File: src/rtl/pll_ctl_pkg.sv
package pll_ctl_pkg;
  localparam int REG_BYTES   = 9;
  localparam int MM_OFS      = 0;
  localparam int MM_NB       = 2;
  localparam int MN_OFS      = 2;
  localparam int MN_NB       = 3;
  localparam int AM_OFS      = 5;
  localparam int AM_NB       = 2;
  localparam int AN_OFS      = 7;
  localparam int AN_NB       = 2;
  localparam int MM_W        = 14;
  localparam int MN_W        = 20;
  localparam int AM_W        = 13;
  localparam int AN_W        = 14;
  localparam int EN_BIT      = 7;
  localparam int LOCK_CH     = 2;
endpackage

File: src/rtl/pll_stage_reg.sv
module pll_stage_reg #(
  parameter int NB  = 2,
  parameter int OFS = 0
) (
  input  logic            clk,
  input  logic            rst_n,
  input  logic            wr_en,
  input  logic [7:0]      wr_idx,
  input  logic [7:0]      wr_data,
  output logic [8*NB-1:0] stg_o,
  output logic [8*NB-1:0] act_o,
  output logic            commit_o
);
  localparam int W       = 8 * NB;
  localparam int LOW_IDX = OFS + NB - 1;

  logic [W-1:0] stg_q;
  logic [W-1:0] act_q;
  logic         hit_low;

  assign hit_low = wr_en && (wr_idx == 8'(LOW_IDX));

  for (genvar b = 0; b < NB; b++) begin : g_byte
    always_ff @(posedge clk) begin
      if (!rst_n)
        stg_q[W-1-8*b -: 8] <= '0;
      else if (wr_en && (wr_idx == 8'(OFS + b)))
        stg_q[W-1-8*b -: 8] <= wr_data;
    end
  end

  always_ff @(posedge clk) begin
    if (!rst_n)
      act_q <= '0;
    else if (hit_low)
      act_q <= {stg_q[W-1:8], wr_data};
  end

  assign stg_o    = stg_q;
  assign act_o    = act_q;
  assign commit_o = hit_low;
endmodule

File: src/rtl/pll_en_latch.sv
module pll_en_latch (
  input  logic clk,
  input  logic rst_n,
  input  logic set_i,
  input  logic clr_i,
  output logic q_o
);
  logic q;
  always_ff @(posedge clk) begin
    if (!rst_n)     q <= 1'b0;
    else if (clr_i) q <= 1'b0;
    else if (set_i) q <= 1'b1;
  end
  assign q_o = q;
endmodule

File: src/rtl/pll_lock_mon.sv
module pll_lock_mon #(
  parameter int CH = 2
) (
  input  logic          clk,
  input  logic          rst_n,
  input  logic [CH-1:0] det_i,
  input  logic [CH-1:0] en_i,
  output logic [CH-1:0] lock_o
);
  logic [CH-1:0] s1_q, s2_q;
  for (genvar c = 0; c < CH; c++) begin : g_ch
    always_ff @(posedge clk) begin
      if (!rst_n) begin
        s1_q[c] <= 1'b0;
        s2_q[c] <= 1'b0;
      end else begin
        s1_q[c] <= det_i[c];
        s2_q[c] <= s1_q[c];
      end
    end
    assign lock_o[c] = en_i[c] & s2_q[c];
  end
endmodule

File: src/rtl/pll_irq_ctl.sv
module pll_irq_ctl #(
  parameter int CH = 2
) (
  input  logic          clk,
  input  logic          rst_n,
  input  logic [CH-1:0] flag_i,
  input  logic [CH-1:0] mask_i,
  input  logic          rd_i,
  output logic          irq_o
);
  logic [CH-1:0] prev_q, pend_q, pend_d;

  always_comb begin
    pend_d = rd_i ? '0 : pend_q;
    pend_d = pend_d | ((flag_i ^ prev_q) & mask_i);
  end

  always_ff @(posedge clk) begin
    if (!rst_n) begin
      prev_q <= '0;
      pend_q <= '0;
    end else begin
      prev_q <= flag_i;
      pend_q <= pend_d;
    end
  end

  assign irq_o = |pend_q;
endmodule

File: src/rtl/pll_ctl_regs.sv
module pll_ctl_regs
  import pll_ctl_pkg::*;
#(
  parameter logic [7:0] BASE = 8'h20
) (
  input  logic                 clk,
  input  logic                 rst_n,
  input  logic                 host_valid,
  output logic                 host_ready,
  input  logic [7:0]           host_addr,
  input  logic [7:0]           host_data,
  input  logic                 lock_det_main,
  input  logic                 lock_det_aux,
  input  logic [LOCK_CH-1:0]   irq_mask,
  input  logic                 stat_rd,
  output logic [LOCK_CH-1:0]   stat_flags,
  output logic                 irq,
  output logic                 main_en,
  output logic [MM_W-1:0]      main_m,
  output logic                 main_lo_div1,
  output logic [MN_W-1:0]      main_n,
  output logic                 main_sign,
  output logic                 aux_en,
  output logic [AM_W-1:0]      aux_m,
  output logic [1:0]           aux_if_flt,
  output logic [AN_W-1:0]      aux_n,
  output logic                 aux_if_div2,
  output logic                 main_lock,
  output logic                 aux_lock
);
  logic [7:0] widx;
  logic       in_map, wr_en;

  assign widx       = host_addr - BASE;
  assign in_map     = (host_addr >= BASE) && (widx < 8'(REG_BYTES));
  assign wr_en      = host_valid && in_map;
  assign host_ready = 1'b1;

  logic [8*MM_NB-1:0] mm_stg, mm_act;
  logic [8*MN_NB-1:0] mn_stg, mn_act;
  logic [8*AM_NB-1:0] am_stg, am_act;
  logic [8*AN_NB-1:0] an_stg, an_act;
  logic mm_cmt, mn_cmt, am_cmt, an_cmt;

  pll_stage_reg #(.NB(MM_NB), .OFS(MM_OFS)) u_mm (
    .clk, .rst_n, .wr_en, .wr_idx(widx), .wr_data(host_data),
    .stg_o(mm_stg), .act_o(mm_act), .commit_o(mm_cmt));
  pll_stage_reg #(.NB(MN_NB), .OFS(MN_OFS)) u_mn (
    .clk, .rst_n, .wr_en, .wr_idx(widx), .wr_data(host_data),
    .stg_o(mn_stg), .act_o(mn_act), .commit_o(mn_cmt));
  pll_stage_reg #(.NB(AM_NB), .OFS(AM_OFS)) u_am (
    .clk, .rst_n, .wr_en, .wr_idx(widx), .wr_data(host_data),
    .stg_o(am_stg), .act_o(am_act), .commit_o(am_cmt));
  pll_stage_reg #(.NB(AN_NB), .OFS(AN_OFS)) u_an (
    .clk, .rst_n, .wr_en, .wr_idx(widx), .wr_data(host_data),
    .stg_o(an_stg), .act_o(an_act), .commit_o(an_cmt));

  // Enable: set by a commit carrying enable, cleared by a top-byte write without it.
  logic m_set, m_clr, a_set, a_clr;
  assign m_set = mm_cmt && mm_stg[8*MM_NB-1-(7-EN_BIT)];
  assign m_clr = wr_en && (widx == 8'(MM_OFS)) && !host_data[EN_BIT];
  assign a_set = am_cmt && am_stg[8*AM_NB-1-(7-EN_BIT)];
  assign a_clr = wr_en && (widx == 8'(AM_OFS)) && !host_data[EN_BIT];

  pll_en_latch u_men (.clk, .rst_n, .set_i(m_set), .clr_i(m_clr), .q_o(main_en));
  pll_en_latch u_aen (.clk, .rst_n, .set_i(a_set), .clr_i(a_clr), .q_o(aux_en));

  assign main_m       = mm_act[MM_W-1:0];
  assign main_lo_div1 = mm_act[14];
  assign main_n       = mn_act[MN_W-1:0];
  assign main_sign    = mn_act[23];
  assign aux_m        = am_act[AM_W-1:0];
  assign aux_if_flt   = am_act[14:13];
  assign aux_n        = an_act[AN_W-1:0];
  assign aux_if_div2  = an_act[15];

  logic [LOCK_CH-1:0] lk;
  pll_lock_mon #(.CH(LOCK_CH)) u_lock (
    .clk, .rst_n,
    .det_i({lock_det_aux, lock_det_main}),
    .en_i({aux_en, main_en}),
    .lock_o(lk));

  assign main_lock  = lk[0];
  assign aux_lock   = lk[1];
  assign stat_flags = lk;

  pll_irq_ctl #(.CH(LOCK_CH)) u_irq (
    .clk, .rst_n, .flag_i(lk), .mask_i(irq_mask), .rd_i(stat_rd), .irq_o(irq));
endmodule

File: config.mk
export PLATFORM = sky130hd
export DESIGN_NAME = pll_ctl_regs
export DESIGN_NICKNAME = d
export VERILOG_FILES = /design/src/rtl/pll_ctl_pkg.sv /design/src/rtl/pll_stage_reg.sv /design/src/rtl/pll_en_latch.sv /design/src/rtl/pll_lock_mon.sv /design/src/rtl/pll_irq_ctl.sv /design/src/rtl/pll_ctl_regs.sv
export SDC_FILE = /design/constraint.sdc
export NUM_CORES = 1
export LEC_CHECK = 0
export ABC_AREA = 1
export ABC_CLOCK_PERIOD_IN_PS = 1800
export BUFFER_PORTS_ARGS = -buffer_cell sky130_fd_sc_hd__buf_2
export CAP_MARGIN = 20
export CORE_MARGIN = 5
export CORE_UTILIZATION = 49
export CTS_CLUSTER_DIAMETER = 50
export DETAILED_ROUTE_END_ITERATION = 8
export MAX_ROUTING_LAYER = met4
export PLACE_DENSITY = 0.76
export SLEW_MARGIN = 5
export SYNTH_ARGS = -nofsm -noshare
export SYNTH_HDL_FRONTEND = slang
export SYNTH_SLANG_ARGS = --single-unit
File: constraint.sdc
create_clock -name clk -period 1.8 [get_ports clk]
set_clock_uncertainty 0.2 [all_clocks]
set_input_delay 0.27 -clock clk [delete_from_list [all_inputs] [get_ports clk]]
set_output_delay 0.27 -clock clk [all_outputs]
set_load 0.03 [all_outputs]
* Word-level counts from Yosys, hierarchy flattened *
Index checks and enable logic that the tools add are counted.

storage, ports and cells
  flip-flop bits (word level) = 120
  output and inout port bits = 74
  logic and storage cells = 55
  input port bits = 24

operators by class
  reduce and logical (&&, ||, !) cells = 20
  bitwise gates (word level) = 6
  $lt $le $gt $ge = 2
  mux-type cells = 1
  equality and inequality tests = 8
  add/subtract/negate cells = 1

operators by type and width
  operator                                                                              count
  8-bit by 3-bit == test with 1-bit output (second input constant)                      4
  8-bit by 2-bit == test with 1-bit output (second input constant)                      2
  1-bit logical AND                                                                     15
  8-bit by 1-bit == test with 1-bit output (second input constant)                      1
  8-bit by 4-bit == test with 1-bit output (second input constant)                      1
  8-bit by 6-bit greater-or-equal comparator with 1-bit output (second input constant)  1
  8-bit zero test                                                                       1
  8-bit by 4-bit less-than comparator with 1-bit output (second input constant)         1
  8-bit by 6-bit subtractor with 8-bit output (second input constant)                   1
  2-bit OR reduction                                                                    3
  1-bit AND                                                                             2
  2-bit AND                                                                             1
  2-bit two-way mux                                                                     1
  2-bit bitwise OR                                                                      1
  2-bit XOR                                                                             1
  1-bit zero test                                                                       1
  1-bit inverter                                                                        1

* Logic depth before layout (Yosys ltp) *
  depth after elaboration = 7
  mapped depth = 12
  gate-level depth less buffers = 10

* Cells and area by module *
From an unflattened synthesis, not the netlist that was laid out.

second synthesis, totals
  cells, all modules = 862
  area, all modules = 5,824.3 µm²

by module, submodules not included
  module                 times used  area each (µm²)  cells each  sequential area each (µm²)
  pll_stage_reg at u_mn  1           1,833.0          267         800.8
  pll_stage_reg at u_an  1           1,158.6          170         480.5
  pll_stage_reg at u_mm  1           1,151.1          167         480.5
  pll_stage_reg at u_am  1           1,132.3          172         480.5
  pll_ctl_regs           1           178.9            35          0.0
  pll_irq_ctl            1           175.2            25          80.1
  pll_lock_mon           1           125.1            16          80.1
  pll_en_latch           2           35.0             5           20.0

* Worst setup path before layout *
OpenSTA, ideal clock, no wires.

  kind = input to register
  from = input port host_addr[6]
  to = register u_mn.act_q[0], in the netlist u_mn.act_o[0]
  buffers on the path = 2
  setup slack = 0.002 ns
  required time = 1.487 ns
  arrival time = 1.485 ns
  stages = 9
  setup time = 0.113 ns
  cells stage by stage = inv_1 -> ha_1 -> nand3_1 -> nor2_2 -> buf_4 -> nand3_4 -> buf_2 -> nor2_1 -> nor2_1

between the ends
  word-level cells in the longest chain between the ends = 5
  elaborated cells on any way between the ends = 7
  those cells by class = 1 x add/sub; 2 x order compare; 1 x eq/ne; 3 x reduce/logical

ends and longest elaborated chain
  item                                                   RTL line             RTL
  start, declared                                        pll_ctl_regs.sv:10   input logic [7:0] host_addr,
  8-bit by 6-bit subtractor with 8-bit output            pll_ctl_regs.sv:34   assign widx = host_addr - BASE;
  8-bit by 4-bit less-than comparator with 1-bit output  pll_ctl_regs.sv:35   assign in_map = (host_addr >= BASE) && (widx < 8'(REG_BYTES));
  1-bit logical AND                                      pll_ctl_regs.sv:35
  1-bit logical AND                                      pll_ctl_regs.sv:36   assign wr_en = host_valid && in_map;
  1-bit logical AND (*)                                  pll_stage_reg.sv:21  assign hit_low = wr_en && (wr_idx == 8'(LOW_IDX));
  end signal, assigned                                   pll_stage_reg.sv:36  act_q <= {stg_q[W-1:8], wr_data};
  end, declared                                          pll_stage_reg.sv:18  logic [W-1:0] act_q;

Mark *: on every way between the ends. The rest lies on a longest branch, timed or not.
A chain may end at the register's enable or synchronous reset.

* Worst setup path after layout *
  from = register u_men.q, in the netlist u_men.q_o
  to = output port stat_flags[0]

between the ends
  word-level cells in the longest chain between the ends = 1

ends and longest elaborated chain
  item                    RTL line            RTL
  start, declared         pll_en_latch.sv:8   logic q;
  start signal, assigned  pll_en_latch.sv:10  if (!rst_n) q <= 1'b0;
  start signal, assigned  pll_en_latch.sv:11  else if (clr_i) q <= 1'b0;
  start signal, assigned  pll_en_latch.sv:12  else if (set_i) q <= 1'b1;
  1-bit AND               pll_lock_mon.sv:21  assign lock_o[c] = en_i[c] & s2_q[c];
  end, declared           pll_ctl_regs.sv:16  output logic [LOCK_CH-1:0] stat_flags,

No other way between the ends.

==> metrics.md <==
| Metric | Value |
|---|---|
| Outcome | completed |
| Mean Syn Cell Area | 6.80 um^2 |
| Die height | 107 um |
| Initial Util | 50.0% |
| F_max | 603 MHz |
| CP required | 1330 ps |
| Area leader, netlist | dfxtp_1 |
| Synth top cells by count | nor2_1, nand2_1, dfxtp_1 |
| Flip-flop and latch count after synthesis | 112 |
| PortBufs | 96 |
| Sequential area share after synthesis | 49.0% |
| Final weighted congestion in routability-driven placement | 0.846 |
| Max cap viols | 0 |
| Top-count cell post-synth | nor2_1 |
| Setup TNS | 0 ps |
| Die area | 0.0114 mm^2 |
| Top_reg_cell synth | dfxtp_1 |
| Unrepaired setup endpoints after global routing | no |
| Hold EP | u_am.act_o[1] |
| Synth top area share | 49.0% |
| Share of cells above drive strength 1 | 18.8% |
| Setup CP Type | reg -> out |
| Multi-input logic area | 0.00180 mm^2 |
| Fin crit period | 1660 ps |
| Worst flop-to-flop path endpoint | u_irq.pend_q[0] |
| Hold Crit Depth | 3 |
| FF/Latch Area | 0.00224 mm^2 |
| First-pass GRT wire length | 18000 um |
| Worst slew pin tran | 518 ps |
| Routed length per placed instance | 12.5 um |
| Peak supply drop | 0.397 mV |
| Rows | 35 |
| Setup Viol. Count Final | 0 |
| GRT Resource Usage Total | 20.2% |
| TritonCTS clock tree | built |
| # DRC | 0 |
| Layout fillers | 853 |
| Crit path arrival time | 1190 ps |
| Routing usage on met3 | 3.67% |
| Worst hold slack | 82.0 ps |
| Ant diodes | 0 |
| Largest cells by area after synthesis | dfxtp_1, nor2_1, nand2_1, inv_1, nand4_1 |
| Clock Sinks | 112 |
| Slew Viols, Final | 0 |
| PD cells | 773 mW/mm^2 |
| Worst hold path class | in -> reg |
| Area of the mapped netlist | 0.00457 mm^2 |
| Met1 usage | 25.1% |
| Initial antenna violation count | 0 |
| Syn_nets | 697 |
| HP Start | host_data[1] |
| Detail Route Antenna Nets | 0 |
| FF-to-FF Start | u_men.q_o |
| Routed WL | 11100 um |
| Final HPWL DP | 7480 um |
| Cell chain of the critical path | nand2_1 -> inv_1 -> buf_2 |
| Period utilisation layout | 92.1% |
| H-tree levels | 3 |
| Ports | 98 |
| Critical Path End Type | primary output |
| Reg clk slew, reported paths | 110 ps |
| Worst-path fanout max | 4 |
| Clk_lat worst skew | 380 ps |
| Critical Path Max Stage Delay | 390 ps |
| CP startpoint kind | register |
| GR Overflow Total | 0 |
| Initial DRC count | 250 |
| R2R Setup Slk | 570 ps |
| R2R cell count | 5 |
| P_leak | 0.00297 uW |
| Area grow syn2layout | 18.9% |
| Number of synthesized flops with an enable pin | 0 |
| Final net count | 791 |
| Syn. warnings | 0 |
| Die X | 107 um |
| Drt first pass iters | 4 |
| Core area | 0.00915 mm^2 |
| Vias in the first global route | 3834 |
| Relative slew slack | 65.3% |
| Crit path max-delay family | flip-flops |
| Vias post-DR | 4122 |
| Buf/Inv on CP | 2 |
| Fin. Hold Viols | 0 |
| Vias per cell | 4.68 |
| Mapped Cells | 672 |
| Global Route met2 Usage | 32.9% |
| Post-CTS Setup Bufs | 0 |
| Total CTS buffers | 9 |
| Clk root buf | clkbuf_8 |
| Largest net degree at the start of global routing | 47 |
| Ys async rst share | 0% |
| Library cells used by synthesis | 22 |
| Deepest clock path buffer count | 2 |
| Crit-path slowest cell | dfxtp_1 |
| Grt peak-use layer | met2 |
tightest hold or removal path: cells and delay by family:
kind,cells,cell delay [ps]
AND/OR/NAND/NOR,1,110
AO/OA/AOI/OAI,1,50
buffers and inverters,1,180
metrics by stage:
step	setup slack, ps	power, uW	instance area (um^2)	std cells	util [%]
after floorplan	1.71	2670	4570	672	-
after global placement	-73.9	2750	5190	861	56.7
after detailed placement	-149	2760	5190	861	56.7
after CTS	44.4	4220	5430	881	59.4
after global routing	40.9	4370	5440	881	59.4
final	143	4200	5440	881	59.4
state kept, by name, indices dropped and copies added, names as in the netlist:
| register | cells |
|---|---|
| u_mn.stg_o | 13 |
| u_mn.act_o | 21 |
| u_men.q_o | 1 |
| u_am.stg_o | 8 |
| u_lock.s2_q | 2 |
| u_aen.q_o | 1 |
| u_irq.prev_q | 2 |
| u_irq.pend_q | 2 |
| u_am.act_o | 15 |
| u_mm.act_o | 15 |
| u_mm.stg_o | 8 |
| u_lock.s1_q | 2 |
| u_an.act_o | 15 |
| u_an.stg_o | 7 |
timing repair:
item / CTS / global route
hold buffers: 5 / 1
setup endpoints to repair: 0 / 1
endpoints found under the hold margin: 4 / 1
gates resized for setup: 0 / 1
per-layer routing:
layer / vias to the layer above / routed length (um)
met5: - / 0
met4: 0 / 218
met3: 17 / 487
met2: 92 / 5390
met1: 1833 / 4960
li1: 2180 / -
where the power goes:
part,switching [uW],internal [uW]
clock network,840,653
registers,2.74,2480
logic,156,66.9
total,998,3200
layout by cell type, fill, tap and decap left out:
master	n
buf_2	96
bufinv_16	1
nand3_2	3
or2_2	4
nand3_4	1
inv_2	2
nor2_2	3
buf_12	4
dlygate4sd3_1	5
inv_1	82
ha_1	1
buf_4	17
nand4_1	18
clkinv_4	2
nand2_1	167
conb_1	1
nor3_1	1
nor2_1	188
dfxtp_1	111
inv_6	2
clkinv_1	1
clkbuf_1	1
dfxtp_2	1
a21oi_1	19
o21ai_0	22
nand3_1	8
clkbuf_8	9
kinds of logic after synthesis:
family | after synthesis | synth area share, %
adder cells (fa/ha/maj) | 1 | 0.274
flip-flops | 112 | 49.0
AND/OR/NAND/NOR | 393 | 34.6
other | 1 | 0.0820
AO/OA/AOI/OAI | 41 | 4.49
buffers and inverters | 124 | 11.5
area by class of cell:
type                       count  area share [%]
clock buffer                  10            2.35
clock inverter                 5            1.20
inverter                      85            5.87
multi-input combinational    436            33.2
sequential                   112            41.3
tap                          111            2.56
timing repair buffer         122            13.6
worst max path at each step:
| stage | startpoint | end | slack (ps) | cells after the start |
|---|---|---|---|---|
| 2_1_floorplan | host_addr[6] | u_mn.act_o[0] | 2 | 9 |
| 3_3_place_gp | host_addr[5] | u_am.stg_o[9] | -70 | 9 |
| 3_5_place_dp | host_addr[5] | u_am.stg_o[10] | -150 | 9 |
| 4_1_cts | u_aen.q_o | u_irq.pend_q[1] | 40 | 6 |
| 5_1_grt | host_addr[5] | u_mm.stg_o[12] | 40 | 11 |
| 6_report | u_men.q_o | stat_flags[0] | 140 | 3 |
Power figures use the tool's default switching activity.
